==> src/rtl/tpx_pkg.sv <==
package tpx_pkg;

  // Addressing mode carried with each command; the encoding is visible at the port.
  typedef enum logic [1:0] {
    AM_PLAIN    = 2'd0,
    AM_POST_INC = 2'd1,
    AM_POST_DEC = 2'd2,
    AM_PRE_INC  = 2'd3
  } amode_e;

  // Update applied to the pointer register at a clock edge.
  typedef enum logic [1:0] {
    PT_HOLD = 2'd0,
    PT_LOAD = 2'd1,
    PT_INC  = 2'd2,
    PT_DEC  = 2'd3
  } ptr_op_e;

  // Sequencer state.
  typedef enum logic [1:0] {
    ST_IDLE  = 2'd0,
    ST_READ  = 2'd1,
    ST_WRITE = 2'd2
  } xfer_st_e;

  // Pointer step that follows the access for a given mode.
  function automatic ptr_op_e post_step(amode_e m);
    ptr_op_e r;
    case (m)
      AM_POST_INC: r = PT_INC;
      AM_POST_DEC: r = PT_DEC;
      default:     r = PT_HOLD;
    endcase
    return r;
  endfunction

endpackage

==> src/rtl/tpx_ptr_reg.sv <==
module tpx_ptr_reg
  import tpx_pkg::*;
#(
  parameter int ADDR_W = 21
) (
  input  logic              clk,
  input  logic              rst_n,
  input  ptr_op_e           op,
  input  logic [ADDR_W-1:0] load_val,
  output logic [ADDR_W-1:0] ptr_q
);

  localparam logic [ADDR_W-1:0] STEP = ADDR_W'(1);

  logic [ADDR_W-1:0] ptr_d;

  // Addition and subtraction at ADDR_W bits wrap modulo 2^ADDR_W.
  always_comb begin
    case (op)
      PT_LOAD: ptr_d = load_val;
      PT_INC:  ptr_d = ptr_q + STEP;
      PT_DEC:  ptr_d = ptr_q - STEP;
      default: ptr_d = ptr_q;
    endcase
  end

  always_ff @(posedge clk or negedge rst_n) begin
    if (!rst_n) ptr_q <= '0;
    else        ptr_q <= ptr_d;
  end

endmodule

==> src/rtl/tpx_latch_reg.sv <==
module tpx_latch_reg #(
  parameter int DATA_W = 8
) (
  input  logic              clk,
  input  logic              rst_n,
  input  logic              wr_en,
  input  logic              sel_mem,
  input  logic [DATA_W-1:0] ext_val,
  input  logic [DATA_W-1:0] mem_val,
  output logic [DATA_W-1:0] q
);

  logic [DATA_W-1:0] d;

  assign d = sel_mem ? mem_val : ext_val;

  always_ff @(posedge clk or negedge rst_n) begin
    if (!rst_n)     q <= '0;
    else if (wr_en) q <= d;
  end

endmodule

==> src/rtl/tpx_ctrl.sv <==
module tpx_ctrl
  import tpx_pkg::*;
(
  input  logic    clk,
  input  logic    rst_n,
  input  logic    cmd_valid,
  input  logic    cmd_write,
  input  amode_e  cmd_mode,
  input  logic    ld_en,
  input  logic    mem_rvalid,
  output logic    cmd_ready,
  output logic    busy,
  output logic    done,
  output logic    mem_rd,
  output logic    mem_wr,
  output ptr_op_e ptr_op,
  output logic    latch_en,
  output logic    latch_sel_mem
);

  xfer_st_e st_q, st_d;
  amode_e   mode_q;
  logic     done_q, finish;

  always_comb begin
    st_d          = st_q;
    ptr_op        = PT_HOLD;
    latch_en      = 1'b0;
    latch_sel_mem = 1'b0;
    finish        = 1'b0;
    case (st_q)
      ST_IDLE: begin
        if (ld_en) begin
          ptr_op   = PT_LOAD;
          latch_en = 1'b1;
        end else if (cmd_valid) begin
          st_d = cmd_write ? ST_WRITE : ST_READ;
          if (cmd_mode == AM_PRE_INC) ptr_op = PT_INC;
        end
      end
      ST_READ: begin
        if (mem_rvalid) begin
          latch_en      = 1'b1;
          latch_sel_mem = 1'b1;
          ptr_op        = post_step(mode_q);
          st_d          = ST_IDLE;
          finish        = 1'b1;
        end
      end
      ST_WRITE: begin
        ptr_op = post_step(mode_q);
        st_d   = ST_IDLE;
        finish = 1'b1;
      end
      default: st_d = ST_IDLE;
    endcase
  end

  always_ff @(posedge clk or negedge rst_n) begin
    if (!rst_n) begin
      st_q   <= ST_IDLE;
      mode_q <= AM_PLAIN;
      done_q <= 1'b0;
    end else begin
      st_q   <= st_d;
      done_q <= finish;
      if (st_q == ST_IDLE && !ld_en && cmd_valid) mode_q <= cmd_mode;
    end
  end

  assign cmd_ready = (st_q == ST_IDLE) && !ld_en;
  assign busy      = (st_q != ST_IDLE);
  assign done      = done_q;
  assign mem_rd    = (st_q == ST_READ);
  assign mem_wr    = (st_q == ST_WRITE);

endmodule

==> src/rtl/tbl_ptr_xfer.sv <==
module tbl_ptr_xfer
  import tpx_pkg::*;
#(
  parameter int ADDR_W = 21,
  parameter int DATA_W = 8
) (
  input  logic              clk,
  input  logic              rst_n,
  input  logic              cmd_valid,
  output logic              cmd_ready,
  input  logic              cmd_write,
  input  logic [1:0]        cmd_mode,
  input  logic              ld_en,
  input  logic [ADDR_W-1:0] ld_ptr,
  input  logic [DATA_W-1:0] ld_latch,
  output logic [ADDR_W-1:0] mem_addr,
  output logic              mem_rd,
  output logic              mem_wr,
  output logic [DATA_W-1:0] mem_wdata,
  input  logic [DATA_W-1:0] mem_rdata,
  input  logic              mem_rvalid,
  output logic [ADDR_W-1:0] ptr,
  output logic [DATA_W-1:0] latch,
  output logic              busy,
  output logic              done
);

  ptr_op_e ptr_op;
  logic    latch_en, latch_sel_mem;

  tpx_ctrl ctrl_i (
    .clk           (clk),
    .rst_n         (rst_n),
    .cmd_valid     (cmd_valid),
    .cmd_write     (cmd_write),
    .cmd_mode      (amode_e'(cmd_mode)),
    .ld_en         (ld_en),
    .mem_rvalid    (mem_rvalid),
    .cmd_ready     (cmd_ready),
    .busy          (busy),
    .done          (done),
    .mem_rd        (mem_rd),
    .mem_wr        (mem_wr),
    .ptr_op        (ptr_op),
    .latch_en      (latch_en),
    .latch_sel_mem (latch_sel_mem)
  );

  tpx_ptr_reg #(.ADDR_W(ADDR_W)) ptr_i (
    .clk      (clk),
    .rst_n    (rst_n),
    .op       (ptr_op),
    .load_val (ld_ptr),
    .ptr_q    (ptr)
  );

  tpx_latch_reg #(.DATA_W(DATA_W)) latch_i (
    .clk     (clk),
    .rst_n   (rst_n),
    .wr_en   (latch_en),
    .sel_mem (latch_sel_mem),
    .ext_val (ld_latch),
    .mem_val (mem_rdata),
    .q       (latch)
  );

  assign mem_addr  = ptr;
  assign mem_wdata = latch;

endmodule

==> config.mk <==
export PLATFORM = sky130hd
export DESIGN_NAME = tbl_ptr_xfer
export DESIGN_NICKNAME = d
export VERILOG_FILES = /design/src/rtl/tpx_pkg.sv /design/src/rtl/tpx_ptr_reg.sv /design/src/rtl/tpx_latch_reg.sv /design/src/rtl/tpx_ctrl.sv /design/src/rtl/tbl_ptr_xfer.sv
export SDC_FILE = /design/constraint.sdc
export NUM_CORES = 1
export LEC_CHECK = 0
export BUFFER_PORTS_ARGS = -buffer_cell sky130_fd_sc_hd__buf_2
export CORE_MARGIN = 8
export CORE_UTILIZATION = 56
export CTS_BUF_LIST = sky130_fd_sc_hd__clkbuf_4
export CTS_CLUSTER_DIAMETER = 30
export DETAILED_ROUTE_END_ITERATION = 16
export PLACE_DENSITY = 0.88
export SLEW_MARGIN = 20
export SYNTH_ARGS = -nofsm -noshare
export SYNTH_HDL_FRONTEND = slang
export SYNTH_SLANG_ARGS = --single-unit
==> constraint.sdc <==
create_clock -name clk -period 9.7 [get_ports clk]
set_input_delay 1.455 -clock clk [delete_from_list [all_inputs] [get_ports clk]]
set_output_delay 1.455 -clock clk [all_outputs]
set_load 0.03 [all_outputs]
==> impl_results.md, run 1 <==
* Yosys warnings at 0
* DR vias at 2799
* Area grow syn2layout at 12.4%
* Flop2flop setup slack at 5.55 ns
* Fin crit period at 4.54 ns
* DRC Markers at 0
* DR WL/cell at 15.6 um
* Overall routing resource usage at 0.191
* Worst path arrival time at 4.78 ns
* Synthesized netlist net count at 436
* Synthesized cell area at 0.00305 mm2
* Final wirelength at 7.90 mm
* Internal power at 0.621 mW
* Worst vdd ir at 241 uV
* Critical Path End: ptr_i.ptr_q[20]
* Core area at 0.00537 mm2
* Post-synth EDFFs at 0
* Data required, critical path at 9.95 ns
* Worst-Margin Slew at 1.05 ns
* Asr flop ratio synth at 1.00
* Post-synthesis register bit count at 34
* Starting Density at 0.568
* Cell Pwr Density at 422 mW/mm2
* Crit path from: ld_en
* Run status: completed
* Vias per Instance at 5.54
* Die Wd at 89.8 um
* Vias in the first global route at 2903
* Clock power frac at 0.078
* Rel. slew slack at 0.296
* First-pass GRT wire length at 13.3 mm
* Cell taking the most area after synthesis: dfrtp_1
* R2R depth at 14
* Startpoint types: input port
* Clk slew on worst S/H paths at 0.11 ns
* Congestion Overflow GR at 0
* Clock sink count at 34
* Crit-path max FO at 19
* # Post-CTS Setup Buffers at 0
* RSZ-0062 raised after global routing: no
* Detail Route Antenna Nets at 0
* Die area at 0.00807 mm2
* Largest net degree at the start of global routing at 35
* ANT cells at 0
* Antenna violations before repair at 0
* Max Cap Viol at 0
* Clock root cell: clkbuf_4
* Layout cell share with drive strength beyond 1 at 0.296
* Row cnt at 27
* Cells after synthesis at 365
* Lkg Pwr at 1.81 nW
* Seq/Total Area, Yosys at 0.279
* Synth cell types at 61
* Setup_tns at 0 ns
* CP Cell Sequence: buf_2, nand3b_4, o22a_1, or3_1, inv_1, ha_1, o211ai_1, a21oi_1, o2111ai_1, and4b_1, nor3_1, o21ai_0, a32o_1
* Switching power at 0.826 mW
* Yosys top cell area share at 0.279
* R2r startpoint: ctrl_i.st_q[1]
* Setup CP Type: in -> reg
* Area occupied by multi-input gates at 0.00183 mm2
* Crit share post-route at 0.468
* PortBufs at 107
* Total CTS buffers at 5
* DIE HEIGHT at 89.8 um
* Flop pwr share at 0.194
* Deepest clock path buffer count at 2
* Max H-tree Level at 2
* Gate power share at 0.728
* DP Wirelength at 6.06 mm
* Fmax at 220 MHz
* Clk_lat worst skew at 0.36 ns
* Post-Syn Area per Cell at 8.36 um2
* Most frequent cells in the layout: 107 x buf_2, 55 x nand2_1, 34 x dfrtp_1
* CP max stage cell: inv_1
* Main synth FF type: dfrtp_1
* DRT iter0 DRCs at 163
* Final hold slack at 0.543 ns
* CTS tree: yes
* FF-to-FF End: ptr_i.ptr_q[20]
* Final hold violation count at 0
* Fill cells at 446
* IO Count at 108
* Min-Delay Path Class: reg -> reg
* Largest cells by area after synthesis: dfrtp_1 28%, ha_1 10%, buf_4 7.4%
* Cts hold-fix bufs at 0
* CP endpoint kind: flip-flop
* Pre-Repair DR Iteration Count at 4
* GP Congestion at 0.928
* Nets@finish at 503
* Setup-failing EPs final at 0
* Clk_skew at 0.0165 ns
* Max-slew violations at 0
* Switch share at 0.571
* Max incr delay on CP at 0.51 ns
* Most common cell after layout, fill and taps aside: buf_2
* Resized Gates After CTS at 0
* Register area at 851 um2
==> power by group through the flow <==
| stage | Combinational, mW | Clock (mW) | Sequential, mW |
|---|---|---|---|
| after floorplan | 0.780 | 0 | 0.397 |
| after global placement | 1.03 | 0 | 0.279 |
| after detailed placement | 1.05 | 0 | 0.283 |
| after CTS | 1.06 | 0.114 | 0.281 |
| after global routing | 1.15 | 0.121 | 0.291 |
| final | 1.05 | 0.113 | 0.281 |
==> routing by layer <==
| metal | routed length [um] | global-route usage | share of wire |
|---|---|---|---|
| met5 | 0 | 0 | 0 |
| met4 | 91 | 0.0606 | 0.012 |
| met3 | 675 | 0.0673 | 0.085 |
| met2 | 3740 | 0.314 | 0.47 |
| met1 | 3390 | 0.228 | 0.43 |
==> critical path: cells and delay by family <==
family                     cells  cell delay, ns
adders and majority gates      1            0.34
AOI/OAI and AO/OA              6            1.20
buffers and inverters          2            0.64
and+or+nand+nor                4            1.15
==> synth_stat cells (all sizes together) (2+ instances only) <==
master / n
xor2: 7
buf: 34
a21oi: 28
mux2: 4
inv: 12
a211oi: 3
dfrtp: 34
and3: 3
clkbuf: 13
or2: 2
or3: 2
ha: 25
nor2b: 2
a31oi: 11
nand2: 56
xnor2: 7
nand3: 4
a22oi: 4
nor3: 4
o211ai: 3
nor2: 19
a21o: 8
nand2b: 8
nand4: 3
mux2i: 12
and2: 3
o21ai: 29
nand3b: 2
o21bai: 2
o21a: 2
==> stage by stage <==
stage           util  setup WS (ns)  cells  total power [mW]  area (um2)
6_report       0.639           5.16    505              1.45        3430
3_5_place_dp   0.623           4.81    497              1.34        3350
2_1_floorplan      -           5.43    365              1.18        3050
5_1_grt        0.639           4.92    505              1.57        3430
4_1_cts        0.639           5.20    505              1.45        3430
3_3_place_gp   0.623           4.96    497              1.31        3350
==> how the worst min path moves through the flow <==
stage	startpoint	end	slack [ns]	depth (start not counted)
floorplan	ctrl_i.mode_q[0]	ctrl_i.mode_q[0]	0.48	1
CTS	ctrl_i.mode_q[1]	ctrl_i.mode_q[1]	0.54	1
global placement	ctrl_i.mode_q[0]	ctrl_i.mode_q[0]	0.50	1
detailed placement	ctrl_i.mode_q[1]	ctrl_i.mode_q[1]	0.52	1
global route	ctrl_i.mode_q[0]	ctrl_i.mode_q[0]	0.57	1
finish	ctrl_i.mode_q[1]	ctrl_i.mode_q[1]	0.54	1
==> final cells by class <==
class,instances,share of cell area
inverters,12,0.0131
clock buffers,5,0.0109
clock inverters,3,0.0131
flip-flops and latches,34,0.248
multi-input cells,272,0.532
repair buffers,107,0.156
well taps,72,0.0263
==> logic make-up (layout without fill, tap and decap cells) <==
| group | count (synthesis) | in the layout | synth area share |
|---|---|---|---|
| muxes | 16 | 16 | 0.0541 |
| DFF | 34 | 34 | 0.279 |
| xor gates and xnor gates | 14 | 14 | 0.0402 |
| adders and majority gates | 27 | 27 | 0.112 |
| AOI/OAI and AO/OA | 105 | 105 | 0.221 |
| buffers and inverters | 59 | 127 | 0.123 |
| and+or+nand+nor | 110 | 110 | 0.171 |
==> flip-flops by register name, indices dropped and copies added (netlist names) <==
register,flops
ctrl_i.st_q,2
ctrl_i.done,1
ptr_i.ptr_q,21
ctrl_i.mode_q,2
latch_i.q,8
Note: power is estimated with default switching activity, not from simulation.
==> inputs of run 2 (changes only) <==
--- a/config.mk
+++ b/config.mk
@@ -7,11 +7,11 @@
 export LEC_CHECK = 0
 export BUFFER_PORTS_ARGS = -buffer_cell sky130_fd_sc_hd__buf_2
 export CORE_MARGIN = 8
-export CORE_UTILIZATION = 56
+export CORE_UTILIZATION = 52
 export CTS_BUF_LIST = sky130_fd_sc_hd__clkbuf_4
 export CTS_CLUSTER_DIAMETER = 30
 export DETAILED_ROUTE_END_ITERATION = 16
-export PLACE_DENSITY = 0.88
+export PLACE_DENSITY = 0.83
 export SLEW_MARGIN = 20
 export SYNTH_ARGS = -nofsm -noshare
 export SYNTH_HDL_FRONTEND = slang
==> constraint.sdc (replaced) <==
create_clock -name clk -period 4.43 [get_ports clk]
set_input_delay 0.6645 -clock clk [delete_from_list [all_inputs] [get_ports clk]]
set_output_delay 0.6645 -clock clk [all_outputs]
set_load 0.03 [all_outputs]
==> run 2 against run 1 <==
  * Combinational power grew 120%
  * Non-clock buffer count grew 1
  * Register-to-register slack got worse by 5.1 ns
  * Count of clock-buffer cells in the layout stayed put
  * Global-route usage increased by 0.16 points
  * Largest cell class unchanged
==> impl_results.md, run 2 (synthesized netlist as in run 1, its figures left out) <==
* Run status: completed
* Max Cap Viol at 0
* GP Congestion at 0.997
* IO Count at 108
* Vias in the first global route at 2851
* Max incr delay on CP at 0.43 ns
* Cell Pwr Density at 914 mW/mm2
* Flop2flop setup slack at 0.48 ns
* Crit path from: ctrl_i.st_q[0]
* Setup_tns at 0 ns
* R2R depth at 15
* Worst vdd ir at 432 uV
* Util after Layout at 0.590
* Row cnt at 28
* Vias per Instance at 5.59
* Largest net degree at the start of global routing at 35
* Number of flip-flops in the largest register at 21
* Total CTS buffers at 5
* Detail Route Antenna Nets at 0
* Min-Delay Path Class: in -> async
* Core area at 0.00578 mm2
* DIE HEIGHT at 92.6 um
* Max-slew violations at 0
* Worst path arrival time at 4.19 ns
* # Post-CTS Setup Buffers at 0
* Die area at 0.00858 mm2
* DR WL/cell at 16.1 um
* Worst path top cell family by delay: compound AO/OA/AOI/OAI gates
* Final hold slack at 0.378 ns
* Most common cell after layout, fill and taps aside: buf_2
* Lkg Pwr at 1.81 nW
* Register name with the most flops: ptr_i.ptr_q
* Count of buffer and inverter cells on the critical path at 3
* DP Wirelength at 6.36 mm
* Dpl cell area at 0.00336 mm2
* Crit-path max FO at 15
* Cts hold-fix bufs at 0
* Deepest clock path buffer count at 2
* Congestion Overflow GR at 0
* Startpoint types: flip-flop
* Design Area, Final at 0.00341 mm2
* Rel. slew slack at 0.349
* Die Wd at 92.6 um
* Clk_skew at 0.0162 ns
* CTS tree: yes
* Clk slew on worst S/H paths at 0.12 ns
* DR vias at 2847
* ANT cells at 0
* Worst-Margin Slew at 0.973 ns
* Largest regs: ptr_i.ptr_q (21), latch_i.q (8)
* DRC Markers at 0
* PortBufs at 107
* Resized Gates After CTS at 0
* Max H-tree Level at 2
* Setup CP Type: reg -> reg
* Final Power at 3.12 mW
* Pre-Repair DR Iteration Count at 5
* CP endpoint kind: flip-flop
* Antenna violations before repair at 0
* Layout cell share with drive strength beyond 1 at 0.290
* Clock root cell: clkbuf_4
* Crit share post-route at 0.892
* Overall routing resource usage at 0.193
* Clk_lat worst skew at 0.36 ns
* Area grow syn2layout at 11.7%
* DRT iter0 DRCs at 206
* Clock sink count at 34
* Most frequent cells in the layout: 107 x buf_2, 55 x nand2_1, 34 x dfrtp_1
* First-pass GRT wire length at 13.6 mm
* Fmax at 253 MHz
* Nets@finish at 504
* Starting Density at 0.528
* Data required, critical path at 4.67 ns
* CP max stage cell: dfrtp_1
* R2r startpoint: ctrl_i.st_q[0]
* CP Cell Sequence: inv_1, ha_1, nand3b_4, o22a_1, or3_1, inv_1, buf_4, ha_1, a211o_1, nand4_1, a21oi_1, a211oi_1, mux2i_1, a31oi_1, o311a_1
* Final wirelength at 8.19 mm
* Final hold violation count at 0
* Fin crit period at 3.95 ns
* FF-to-FF End: ptr_i.ptr_q[19]
* RSZ-0062 raised after global routing: no
* Setup-failing EPs final at 0
-- run 2: worst max-delay path by stage --
stage	end	slack, ns	cells after the start
after detailed placement	ptr_i.ptr_q[19]	0.61	15
after global routing	ptr_i.ptr_q[18]	0.28	15
final	ptr_i.ptr_q[19]	0.48	15
after floorplan	ptr_i.ptr_q[19]	0.81	15
after CTS	ptr_i.ptr_q[19]	0.52	15
after global placement	ptr_i.ptr_q[20]	0.70	14
-- run 2: per-stage QoR --
stage | setup slack [ns] | std cells
floorplan | 0.805 | 365
global placement | 0.701 | 501
detailed placement | 0.611 | 501
CTS | 0.518 | 509
global route | 0.278 | 509
finish | 0.478 | 509
-- run 2: report_power, final --
group | internal [mW] | switching, mW | leakage [nW] | total [mW]
logic | 0.779 | 1.54 | 1.37 | 2.32
registers | 0.470 | 0.153 | 0.407 | 0.623
clock network | 0.0566 | 0.114 | 0.0277 | 0.170
-- run 2: area by class of cell --
| cell class | count | area (um2) |
|---|---|---|
| Tap cell | 75 | 93.8 |
| Multi-Input combinational cell | 272 | 1830 |
| Sequential cell | 34 | 851 |
| Inverter | 12 | 45.0 |
| Clock buffer | 5 | 37.5 |
| Clock inverter | 3 | 11.3 |
| Fill cell | 542 | 2370 |
| Timing Repair Buffer | 108 | 543 |
-- run 2: worst reg2reg max path, cell delays in order, from the launching register on --
cell and delay, ns:
dfrtp_1 0.43, inv_1 0.13, ha_1 0.34, nand3b_4 0.12, o22a_1 0.27, or3_1 0.41
inv_1 0.16, buf_4 0.26, ha_1 0.35, a211o_1 0.31, nand4_1 0.10, a21oi_1 0.07
a211oi_1 0.39, mux2i_1 0.28, a31oi_1 0.07, o311a_1 0.15
-- run 2: per-layer routing --
| layer | share of wire | routed length, um | GRT usage |
|---|---|---|---|
| met1 | 0.44 | 3570 | 0.233 |
| met2 | 0.46 | 3790 | 0.330 |
| met3 | 0.085 | 697 | 0.0583 |
| met4 | 0.017 | 138 | 0.0403 |
| met5 | 0 | 0 | 0 |
